File: config.mk
export PLATFORM = sky130hd
export DESIGN_NAME = hit_packer
export DESIGN_NICKNAME = d
export VERILOG_FILES = /design/src/rtl/hitpack_pkg.sv /design/src/rtl/hitpack_datapath.sv /design/src/rtl/hitpack_ctrl.sv /design/src/rtl/hit_packer.sv
export SDC_FILE = /design/constraint.sdc
export NUM_CORES = 1
export LEC_CHECK = 0
export BUFFER_PORTS_ARGS = -buffer_cell sky130_fd_sc_hd__buf_2
export CORE_MARGIN = 3
export CORE_UTILIZATION = 50
export DETAILED_ROUTE_END_ITERATION = 7
export PLACE_DENSITY = 0.81
export RECOVER_POWER = 50
export SYNTH_ARGS = -nofsm -noshare
export SYNTH_HDL_FRONTEND = slang
export SYNTH_SLANG_ARGS = --single-unit
File: constraint.sdc
create_clock -name clk -period 4.85 [get_ports clk]
set_clock_uncertainty 0.1 [all_clocks]
set_input_delay 0.2425 -clock clk [delete_from_list [all_inputs] [get_ports clk]]
set_output_delay 0.2425 -clock clk [all_outputs]
set_load 0.005 [all_outputs]
File: src/rtl/hitpack_pkg.sv
package hitpack_pkg;

  // Strobes from the sequencer to the datapath
  typedef struct packed {
    logic clear;     // start of event: reset indices, totals and word halves
    logic latchEff;  // capture effective hit count of the current channel
    logic loadRec;   // place the addressed record into the free half
    logic advChan;   // step to the next channel
    logic wordSent;  // a word left through the handshake
  } ctlStrobe_t;

  // Conditions reported back by the datapath
  typedef struct packed {
    logic effZero;   // current channel contributes nothing
    logic lastChan;  // current channel is the highest one
    logic half;      // upper half holds a record, lower half free
    logic hitsLeft;  // records remain in the current channel
    logic recLast;   // the record being loaded is the channel's last
    logic wordCap;   // the word being sent is the last allowed
  } dpStatus_t;

endpackage

File: src/rtl/hitpack_datapath.sv
module hitpack_datapath
  import hitpack_pkg::*;
#(
  parameter int NUM_CHAN  = 48,
  parameter int CNT_W     = 3,
  parameter int EDGE_W    = 8,
  parameter int MAX_WORDS = 96,
  localparam int REC_W    = 2 * EDGE_W,
  localparam int WORD_W   = 2 * REC_W,
  localparam int CHAN_W   = $clog2(NUM_CHAN),
  localparam int WCNT_W   = $clog2(MAX_WORDS + 1),
  localparam int TOT_W    = $clog2(2 * MAX_WORDS + 1)
) (
  input  logic              clk,
  input  logic              rstN,
  input  ctlStrobe_t        stb,
  input  logic [NUM_CHAN-1:0] chanMask,
  input  logic [CNT_W-1:0]  hitLimit,
  input  logic [CNT_W-1:0]  memCount,
  input  logic [REC_W-1:0]  memRecord,
  output logic [CHAN_W-1:0] memChan,
  output logic [CNT_W-1:0]  memHit,
  output logic [WORD_W-1:0] packedWord,
  output logic [TOT_W-1:0]  recTotal,
  output dpStatus_t         sts
);

  logic [CHAN_W-1:0] chanIdx;
  logic [CNT_W-1:0]  hitIdx;
  logic [CNT_W-1:0]  effReg;
  logic [CNT_W-1:0]  effNow;
  logic [REC_W-1:0]  upperRec;
  logic [REC_W-1:0]  lowerRec;
  logic              halfFull;
  logic [WCNT_W-1:0] wordCnt;
  logic [CNT_W:0]    hitNext;

  // Effective contribution of the channel under the address
  always_comb begin
    if (!chanMask[chanIdx])
      effNow = '0;
    else if (memCount < hitLimit)
      effNow = memCount;
    else
      effNow = hitLimit;
  end

  assign hitNext = {1'b0, hitIdx} + 1'b1;

  always_comb begin
    sts.effZero  = (effNow == '0);
    sts.lastChan = (chanIdx == CHAN_W'(NUM_CHAN - 1));
    sts.half     = halfFull;
    sts.hitsLeft = (hitIdx < effReg);
    sts.recLast  = (hitNext == {1'b0, effReg});
    sts.wordCap  = (wordCnt == WCNT_W'(MAX_WORDS - 1));
  end

  always_ff @(posedge clk) begin
    if (!rstN || stb.clear) begin
      chanIdx  <= '0;
      hitIdx   <= '0;
      effReg   <= '0;
      upperRec <= '0;
      lowerRec <= '0;
      halfFull <= 1'b0;
      wordCnt  <= '0;
      recTotal <= '0;
    end else begin
      if (stb.latchEff) begin
        effReg <= effNow;
        hitIdx <= '0;
      end
      if (stb.loadRec) begin
        if (!halfFull) begin
          upperRec <= memRecord;
          lowerRec <= '0;
          halfFull <= 1'b1;
        end else begin
          lowerRec <= memRecord;
          halfFull <= 1'b0;
        end
        hitIdx   <= hitIdx + 1'b1;
        recTotal <= recTotal + 1'b1;
      end
      if (stb.advChan)
        chanIdx <= chanIdx + 1'b1;
      if (stb.wordSent) begin
        wordCnt  <= wordCnt + 1'b1;
        halfFull <= 1'b0;
      end
    end
  end

  assign memChan    = chanIdx;
  assign memHit     = hitIdx;
  assign packedWord = {upperRec, lowerRec};

  AST_CHAN_RANGE: assert property (@(posedge clk) disable iff (!rstN)
    chanIdx < CHAN_W'(NUM_CHAN));
  AST_LOAD_WITHIN_LIMIT: assert property (@(posedge clk) disable iff (!rstN)
    stb.loadRec |-> (hitIdx < effReg) && (hitIdx < hitLimit));
  AST_WORD_BOUND: assert property (@(posedge clk) disable iff (!rstN)
    stb.wordSent |-> wordCnt < WCNT_W'(MAX_WORDS));
  AST_TOTAL_BOUND: assert property (@(posedge clk) disable iff (!rstN)
    recTotal <= TOT_W'(2 * MAX_WORDS));

endmodule

File: src/rtl/hitpack_ctrl.sv
module hitpack_ctrl
  import hitpack_pkg::*;
(
  input  logic       clk,
  input  logic       rstN,
  input  logic       trig,
  input  logic       outReady,
  input  dpStatus_t  sts,
  output ctlStrobe_t stb,
  output logic       outValid,
  output logic       done
);

  typedef enum logic [2:0] {
    sIdle, sChan, sHit, sOut, sFlush, sDone
  } scanState_t;

  scanState_t state, stateNext;

  always_comb begin
    stateNext = state;
    stb       = '0;
    outValid  = 1'b0;
    done      = 1'b0;
    unique case (state)
      sIdle: begin
        if (trig) begin
          stb.clear = 1'b1;
          stateNext = sChan;
        end
      end
      sChan: begin
        if (sts.effZero) begin
          if (sts.lastChan)
            stateNext = sts.half ? sFlush : sDone;
          else
            stb.advChan = 1'b1;
        end else begin
          stb.latchEff = 1'b1;
          stateNext    = sHit;
        end
      end
      sHit: begin
        stb.loadRec = 1'b1;
        if (sts.half) begin
          stateNext = sOut;
        end else if (sts.recLast) begin
          if (sts.lastChan) begin
            stateNext = sFlush;
          end else begin
            stb.advChan = 1'b1;
            stateNext   = sChan;
          end
        end
      end
      sOut: begin
        outValid = 1'b1;
        if (outReady) begin
          stb.wordSent = 1'b1;
          if (sts.wordCap) begin
            stateNext = sDone;
          end else if (sts.hitsLeft) begin
            stateNext = sHit;
          end else if (sts.lastChan) begin
            stateNext = sDone;
          end else begin
            stb.advChan = 1'b1;
            stateNext   = sChan;
          end
        end
      end
      sFlush: begin
        outValid = 1'b1;
        if (outReady) begin
          stb.wordSent = 1'b1;
          stateNext    = sDone;
        end
      end
      sDone: begin
        done      = 1'b1;
        stateNext = sIdle;
      end
      default: stateNext = sIdle;
    endcase
  end

  always_ff @(posedge clk) begin
    if (!rstN) state <= sIdle;
    else       state <= stateNext;
  end

  AST_DONE_SINGLE: assert property (@(posedge clk) disable iff (!rstN)
    done |=> !done);
  AST_DONE_NOT_WITH_VALID: assert property (@(posedge clk) disable iff (!rstN)
    !(done && outValid));
  AST_BUSY_NO_RESTART: assert property (@(posedge clk) disable iff (!rstN)
    (state != sIdle) && trig |=> !stb.clear || $past(state) == sDone);

endmodule

File: src/rtl/hit_packer.sv
module hit_packer
  import hitpack_pkg::*;
#(
  parameter int NUM_CHAN  = 48,
  parameter int CNT_W     = 3,
  parameter int EDGE_W    = 8,
  parameter int MAX_WORDS = 96,
  localparam int REC_W    = 2 * EDGE_W,
  localparam int WORD_W   = 2 * REC_W,
  localparam int CHAN_W   = $clog2(NUM_CHAN),
  localparam int TOT_W    = $clog2(2 * MAX_WORDS + 1)
) (
  input  logic                clk,
  input  logic                rstN,
  input  logic                trig,
  input  logic [NUM_CHAN-1:0] chanMask,
  input  logic [CNT_W-1:0]    hitLimit,
  output logic [CHAN_W-1:0]   memChan,
  output logic [CNT_W-1:0]    memHit,
  input  logic [CNT_W-1:0]    memCount,
  input  logic [REC_W-1:0]    memRecord,
  output logic                outValid,
  input  logic                outReady,
  output logic [WORD_W-1:0]   outWord,
  output logic                done,
  output logic [TOT_W-1:0]    doneTotal
);

  ctlStrobe_t stb;
  dpStatus_t  sts;

  hitpack_ctrl u_ctrl (
    .clk      (clk),
    .rstN     (rstN),
    .trig     (trig),
    .outReady (outReady),
    .sts      (sts),
    .stb      (stb),
    .outValid (outValid),
    .done     (done)
  );

  hitpack_datapath #(
    .NUM_CHAN  (NUM_CHAN),
    .CNT_W     (CNT_W),
    .EDGE_W    (EDGE_W),
    .MAX_WORDS (MAX_WORDS)
  ) u_dp (
    .clk        (clk),
    .rstN       (rstN),
    .stb        (stb),
    .chanMask   (chanMask),
    .hitLimit   (hitLimit),
    .memCount   (memCount),
    .memRecord  (memRecord),
    .memChan    (memChan),
    .memHit     (memHit),
    .packedWord (outWord),
    .recTotal   (doneTotal),
    .sts        (sts)
  );

  AST_HOLD_STALLED: assert property (@(posedge clk) disable iff (!rstN)
    outValid && !outReady |=> outValid && $stable(outWord));
  AST_RESET_QUIET: assert property (@(posedge clk)
    !rstN |=> !outValid && !done);

endmodule

# Word level (Yosys, flattened, before mapping)
# Cells that the tools add are included.
# word_totals
reg_bits,63
inputBits,74
out_inout_bits,51
wordCells,78
# op_classes
n_addsub,5
magnitude_cmp,3
eq_ne,13
n_mux,38
bitwise_logic,1
reduce_logical,9
# ops
operator,n
$mux 3,15
$mux 1,17
$mux 16,1
$pmux 3 s5,1
$add 8x1->8 const B,1
$add 7x1->7 const B,1
$eq 7x7->1 const B,1
$lt 6x7->1 const B,1
$add 6x1->6 const B,1
$bmux 1 s6,1
$eq 3x2->1 const B,2
$eq 3x3->1 const B,2
$eq 6x6->1 const B,1
$logic_not 3->1,2
$lt 3x3->1,2
$ne 2x2->1 const B,3
$reduce_and 5->1,1
$add 3x1->4 const B,1
$eq 4x3->1,1
$reduce_or 2->1,2
$add 3x1->3 const B,1
$eq 3x1->1 const B,1
$ne 3x2->1 const B,1
$ne 3x3->1 const B,1
other kinds (8),8

# Depth between registers and ports, before layout
# Gate-level depths: netlist (run 1).
# depth
ltp_word,8
mapped_depth,10
depth_no_buf,9

# Cells and area by module
# Synthesis (run 1) repeated with hierarchy kept, for this count alone.
# hier_totals
hier_cells,399
area_unflattened_um2,3402.0
# by_module_without_submodules
mod,instances,cells_per_inst,area_per_inst_um2
hitpack_datapath,1,346,3016.6
hitpack_ctrl,1,53,385.4

# Worst setup path before layout (run 1)
# Ideal clock, no wire load.
# synth_timing
kind,register to register
startpoint,register u_dp.chanIdx[0] (netlist: u_dp.memChan[0])
endpoint,register u_dp.chanIdx[3] (netlist: u_dp.memChan[3])
setup_ps,121
arrival_ps,2193
setup_slack_ps,2436
stages_incl_launch_ff,9
synth_period_minus_slack_ps,2414
path_cell_list,dfxtp_1 -> buf_4 -> mux2_2 -> a221oi_2 -> o211ai_1 -> and4_4 -> o21ai_4 -> nand3_2 -> mux2_4
# synth_between
elab_chain_len,6
word_cells_on_any_way,14
cone_classes,1 x add/sub; 1 x eq/ne; 11 x mux; 1 x reduce/logical
# synth_lines
item,line_no,rtl
from (decl),hitpack_datapath.sv:28,logic [CHAN_W-1:0] chanIdx;
from (signal assigned),hitpack_datapath.sv:87,chanIdx <= chanIdx + 1'b1;
$bmux 1 s6 or $eq 6x6->1 (tied branches),"hitpack_datapath.sv:40, hitpack_datapath.sv:52",
"$mux 1, on equally long branches",--,
$mux 3 or $mux 1 (tied branches),"hitpack_datapath.sv:40, hitpack_ctrl.sv:62",
$logic_not 3->1 or $mux 1 (tied branches),"hitpack_datapath.sv:51, hitpack_ctrl.sv:60",
$mux 1 or $mux 2 (tied branches),"hitpack_ctrl.sv:33, hitpack_ctrl.sv:58",
$pmux 1 s3,hitpack_ctrl.sv:25,unique case (state)
# Parallel ways exist; a longest one is shown, timed or not. The select of a mux whose other input is x is not followed.
# A chain may end at the register's enable or synchronous reset.

# Final worst setup path (run 1)
# layout_timing
startpoint,register u_dp.chanIdx[1] (netlist: u_dp.memChan[1])
endpoint,register u_dp.chanIdx[3] (netlist: u_dp.memChan[3])
# The elaborated chain is that of the path after synthesis.

==> run metrics, run 1 <==
status=finished, final reports clean; Placed Instances=573; crit path time final=2.85 ns; die height=88.2 µm; initial antenna violation count=0; Post-synth ARST share=0%; EDFF count, synth=0; row count=29; core footprint=6460 µm²; kind of critical path=reg2reg; Startpoint Class=register; CP bufs+invs=0; GPL Wtd Cong=0.805; RSZ-0062 raised after global routing=false; Total GRT Usage=21.1%; max-cap violations=0; Finished Layout Cells=588; worst hold path class=in2reg; synthesized area=3380 µm²; hold violation count in the final report=0; Worst-Margin Slew=0.799 ns; ANT cells=0; Arr. time, crit path=2.96 ns; CTS tree=yes; final antenna-violating net count=0; DR DRC count=0; Max Freq=351 MHz; top cell family by delay on the critical path=multiplexers; die width=88.2 µm; multi-input logic area=1970 µm²; routed len/inst=13.7 µm; Seq/Total Area, Yosys=37.3%; Root Driver=clkbuf_8; Mapped Nets=474; Cell Pwr Density=321 nW/µm²; Final Max Tran Viols=0; most frequent cells in the layout=buf_2 (89), nand2_1 (65), dfxtp_1 (63); DRT Wirelength=8060 µm; Leak Pwr=1.71 nW; total power=1.33 mW; Final period util=58.7%; total grt overflow=0; routed vias/inst=5.51; H-tree depth=3; Setup-failing EPs final=0; Worst VDD drop=206 µV; first-pass GRT wire length=13200 µm; # hold bufs at CTS=0; Reg clk slew, reported paths=0.07 ns; Synth Warn #=0; Max FO, Critical Path=15; Avg Cell Area, Syn=8.64 µm²; TNS Setup=0 ns; Pre-Repair DR Iteration Count=4; post-layout util=64.3%; die area=7780 µm²; port bufs=124; First DRT Iteration DRCs=129; Post-synth top flop=dfxtp_1; post-CTS setup buffers=0; Clock Path Buffers=2; layout net count=590; layout cells sized above 1=24.5%; Starting Density=52.3%; Mapped Cells=391; total CTS buffers=9; Max-slew headroom=46.6%; # IOs=125; crit-path max cell delay=0.69 ns; CP required=4.97 ns; vias in the first global route=3150; FF+latch area=1260 µm²; CP Cell Sequence=mux4_1, a32oi_1, nand4_1, and4_4, o21ai_4, nand3_2, mux2_4; commonest non-fill, non-tap cell in the layout=buf_2; largest net degree at the start of global routing=35; via count=3241; clock sink count=63; synth-to-layout area growth=22.9%; later-pin clock latency in the skew report=0.32 ns; cts repair resizes=0; slowest stage cell, crit path=dfxtp_1; crit path capture type=register; Synth Register Bits=63; filler instances=573; DP Wirelength=5960 µm; Yosys cell types=59
==> worst paths after layout <==
path	startpoint	end	slack (ns)	cells past startpoint
max	u_dp.memChan[1]	u_dp.memChan[3]	2.00	7
min reg2reg	u_dp.lowerRec[11]	u_dp.lowerRec[11]	0.35	2
min	memRecord[4]	u_dp.upperRec[4]	0.06	3
max reg2reg	u_dp.memChan[1]	u_dp.memChan[3]	2.00	7
==> registers in the layout, indices dropped and copies added (netlist names) <==
| name | flops |
|---|---|
| u_ctrl.state | 3 |
| u_dp.effReg | 3 |
| u_dp.halfFull | 1 |
| u_dp.lowerRec | 16 |
| u_dp.memChan | 6 |
| u_dp.memHit | 3 |
| u_dp.recTotal | 8 |
| u_dp.upperRec | 16 |
| u_dp.wordCnt | 7 |
==> cell usage after synthesis (all sizes together), types with 3 or more instances <==
cell type	n	area [µm²]
nand3	25	130
clkbuf	11	41.3
a21oi	41	205
a21o	4	30.0
and2	5	31.3
ha	9	113
mux2	5	60.1
o32ai	3	26.3
nor2	29	109
inv	15	56.3
o21ai	9	56.3
dfxtp	63	1260
xor2	12	105
nand4	8	50.1
mux2i	9	90.1
mux4	10	251
a211oi	3	22.5
xnor2	3	26.3
nand2	65	244
buf	12	61.3
nor2b	3	18.8
and3	7	43.8
nor3	4	20.0
==> final cells by class <==
type	instances	area share [%]
Tap cell	77	2.32
Clock inverter	4	0.543
Sequential cell	63	30.4
Timing Repair Buffer	128	14.6
Clock buffer	11	3.41
Inverter	15	1.36
Multi-Input combinational cell	290	47.4
==> stage by stage <==
stage | setup WS (ns) | hold slack, ns | instance area (µm²)
final | 2.00 | 0.0643 | 4150
after global routing | 1.84 | 0.0644 | 4150
after CTS | 2.02 | 0.0421 | 4190
after detailed placement | 2.04 | 0.342 | 4030
after global placement | 2.07 | 0.335 | 4030
after floorplan | 2.44 | 0.271 | 3380
==> power breakdown <==
group | switching, mW | internal [mW] | leakage [nW]
Combinational | 0.208 | 0.153 | 1.12
Clock | 0.187 | 0.194 | 0.0850
Sequential | 0.0496 | 0.543 | 0.508
==> logic make-up (layout without fill, tap and decap cells) <==
family                   Yosys count  after routing  synth area share (%)
AND/OR/NAND/NOR                  156            156                  21.6
AO/OA/AOI/OAI                     86             86                  17.3
flip-flops                        63             63                  37.3
buffers and inverters             38            158                  4.70
multiplexers                      24             24                  11.9
XOR/XNOR                          15             15                  3.89
adder cells (fa/ha/maj)            9              9                  3.33
==> routing by layer <==
| metal | GRT usage (%) | vias up | wire length (µm) |
|---|---|---|---|
| met2 | 37.9 | 106 | 4030 |
| met1 | 24.8 | 1496 | 3490 |
| li1 | - | 1632 | - |
| met5 | 0 | - | 0 |
| met4 | 5.08 | 0 | 69 |
| met3 | 5.93 | 7 | 468 |
==> tightest hold or removal path, delay by kind of cell <==
kind	cells	cell delay, ns
simple gates	1	0.05
compound gates	1	0.05
buf+inv	1	0.10
No activity file was read; power rests on OpenSTA's default activity.
==> inputs of run 2 (changes only) <==
--- a/config.mk
+++ b/config.mk
@@ -7,9 +7,9 @@
 export LEC_CHECK = 0
 export BUFFER_PORTS_ARGS = -buffer_cell sky130_fd_sc_hd__buf_2
 export CORE_MARGIN = 3
-export CORE_UTILIZATION = 50
+export CORE_UTILIZATION = 45
 export DETAILED_ROUTE_END_ITERATION = 7
-export PLACE_DENSITY = 0.81
+export PLACE_DENSITY = 0.77
 export RECOVER_POWER = 50
 export SYNTH_ARGS = -nofsm -noshare
 export SYNTH_HDL_FRONTEND = slang
==> constraint.sdc (replaced) <==
create_clock -name clk -period 2.58 [get_ports clk]
set_clock_uncertainty 0.1 [all_clocks]
set_input_delay 0.129 -clock clk [delete_from_list [all_inputs] [get_ports clk]]
set_output_delay 0.129 -clock clk [all_outputs]
set_load 0.005 [all_outputs]
==> run metrics, run 2 (synthesis results as in run 1) <==
RSZ-0062 raised after global routing=false; Post-Route M1 WL=3800 µm; via count=3399; core footprint=7020 µm²; die area=8580 µm²; layout net count=621; Total GRT Usage=21.1%; Worst VDD drop=366 µV; metal2 WL=4510 µm; first-pass GRT wire length=14900 µm; crit path time final=2.47 ns; post-layout util=63.9%; crit-path max cell delay=0.49 ns; First DRT Iteration DRCs=128; CP required=2.70 ns; Pre-Repair DR Iteration Count=4; top cell family by delay on the critical path=multiplexers; final antenna-violating net count=0; Final period util=95.8%; Leak Pwr=1.89 nW; die width=92.6 µm; largest net degree at the start of global routing=62; layout cells sized above 1=27.3%; top flop regs=u_dp.lowerRec x16, u_dp.upperRec x16, u_dp.recTotal x8; Arr. time, crit path=2.59 ns; GPL Wtd Cong=0.800; hold violation count in the final report=0; Clock Path Buffers=2; commonest non-fill, non-tap cell in the layout=buf_2; CP Cell Sequence=buf_4, mux4_2, mux2i_1, mux2i_1, a31o_4, o21ai_4, buf_4, a21oi_1, a31o_2; Root Driver=clkbuf_8; # IOs=125; max-cap violations=0; TNS Setup=0 ns; slowest stage cell, crit path=mux4_2; clock sink count=63; worst hold slack=0.00974 ns; routed len/inst=14.0 µm; kind of critical path=reg2reg; Setup-failing EPs final=0; Reg clk slew, reported paths=0.07 ns; port bufs=124; total grt overflow=0; CP bufs+invs=2; total CTS buffers=9; row count=30; Final Max Tran Viols=0; die height=92.6 µm; Max FO, Critical Path=7; Routed met3 length=438 µm; crit path capture type=register; filler instances=614; DP Wirelength=6370 µm; status=finished, final reports clean; top routing layer in use=met4; Max Freq=405 MHz; routed vias/inst=5.31; DRT Wirelength=8940 µm; most frequent cells in the layout=buf_2 (96), nand2_1 (65), dfxtp_1 (61); H-tree depth=3; Worst-Margin Slew=0.537 ns; worst hold path class=in2reg; synth-to-layout area growth=32.8%; Starting Density=48.1%; initial antenna violation count=0; vias in the first global route=3358; Cell Pwr Density=589 nW/µm²; Max-slew headroom=64.2%; Startpoint Class=register; DR DRC count=0; CTS tree=yes; later-pin clock latency in the skew report=0.33 ns
[run 2: changes by cell type in the layout (fill, tap and decap cells not counted), sizes merged]
cell,change
dlygate4sd3,+18
diode,+1
buf,+18
clkbuf,-5
clkinvlp,+1
[run 2: path summary, 6_finish.rpt]
check / end / slack [ns] / depth (start not counted) / from
max: u_dp.memChan[4] / 0.11 / 9 / u_dp.memChan[1]
min: u_dp.effReg[0] / 0.01 / 3 / hitLimit[0]
max reg2reg: u_dp.memChan[4] / 0.11 / 9 / u_dp.memChan[1]
min reg2reg: u_dp.lowerRec[11] / 0.36 / 2 / u_dp.lowerRec[11]
[run 2: layout make-up]
class | count | area, µm² | area share (%)
inverter | 15 | 56.3 | 1.25
sequential | 63 | 1260 | 28.2
clock inverter | 5 | 33.8 | 0.753
tap | 96 | 120 | 2.68
timing repair buffer | 159 | 903 | 20.1
clock buffer | 11 | 141 | 3.15
multi-input combinational | 290 | 1970 | 43.8
antenna | 1 | 2.50 | 0.0558
[run 2: worst register-to-register path, stage by stage (launching register included)]
cell     delay, ns
dfxtp_2       0.36
buf_4         0.16
mux4_2        0.49
mux2i_1       0.16
mux2i_1       0.13
a31o_4        0.27
o21ai_4       0.24
buf_4         0.18
a21oi_1       0.06
a31o_2        0.21
[run 2: metrics by stage]
| stage | instances | area, µm² | setup WS [ns] | total power [mW] |
|---|---|---|---|---|
| after floorplan | 391 | 3380 | 0.166 | 1.61 |
| after global placement | 603 | 4150 | 0.0583 | 1.84 |
| after detailed placement | 603 | 4150 | 0.0288 | 1.86 |
| after CTS | 637 | 4510 | 0.0230 | 2.64 |
| after global routing | 639 | 4480 | 0.00330 | 2.78 |
| final | 640 | 4490 | 0.110 | 2.64 |
[run 2: per-layer routing]
metal  GRT usage [%]  vias to the layer above
met5               0                        -
met3            3.17                       18
met1            25.2                     1586
met4            8.91                        0
met2            37.5                      100
li1                -                     1695
[run 2: power breakdown]
group	total [mW]	internal, mW	switching, mW
combinational	0.805	0.354	0.452
clock	0.758	0.373	0.385
sequential	1.08	1.02	0.0580
total	2.64	1.75	0.895
[run 2: timing repair]
item                       CTS  global route
setup endpoints to repair    1             3
pin swaps                    0             1
hold endpoints to repair    34             0
hold buffers                18             0
setup buffers                0             2
gates resized for setup      1             1
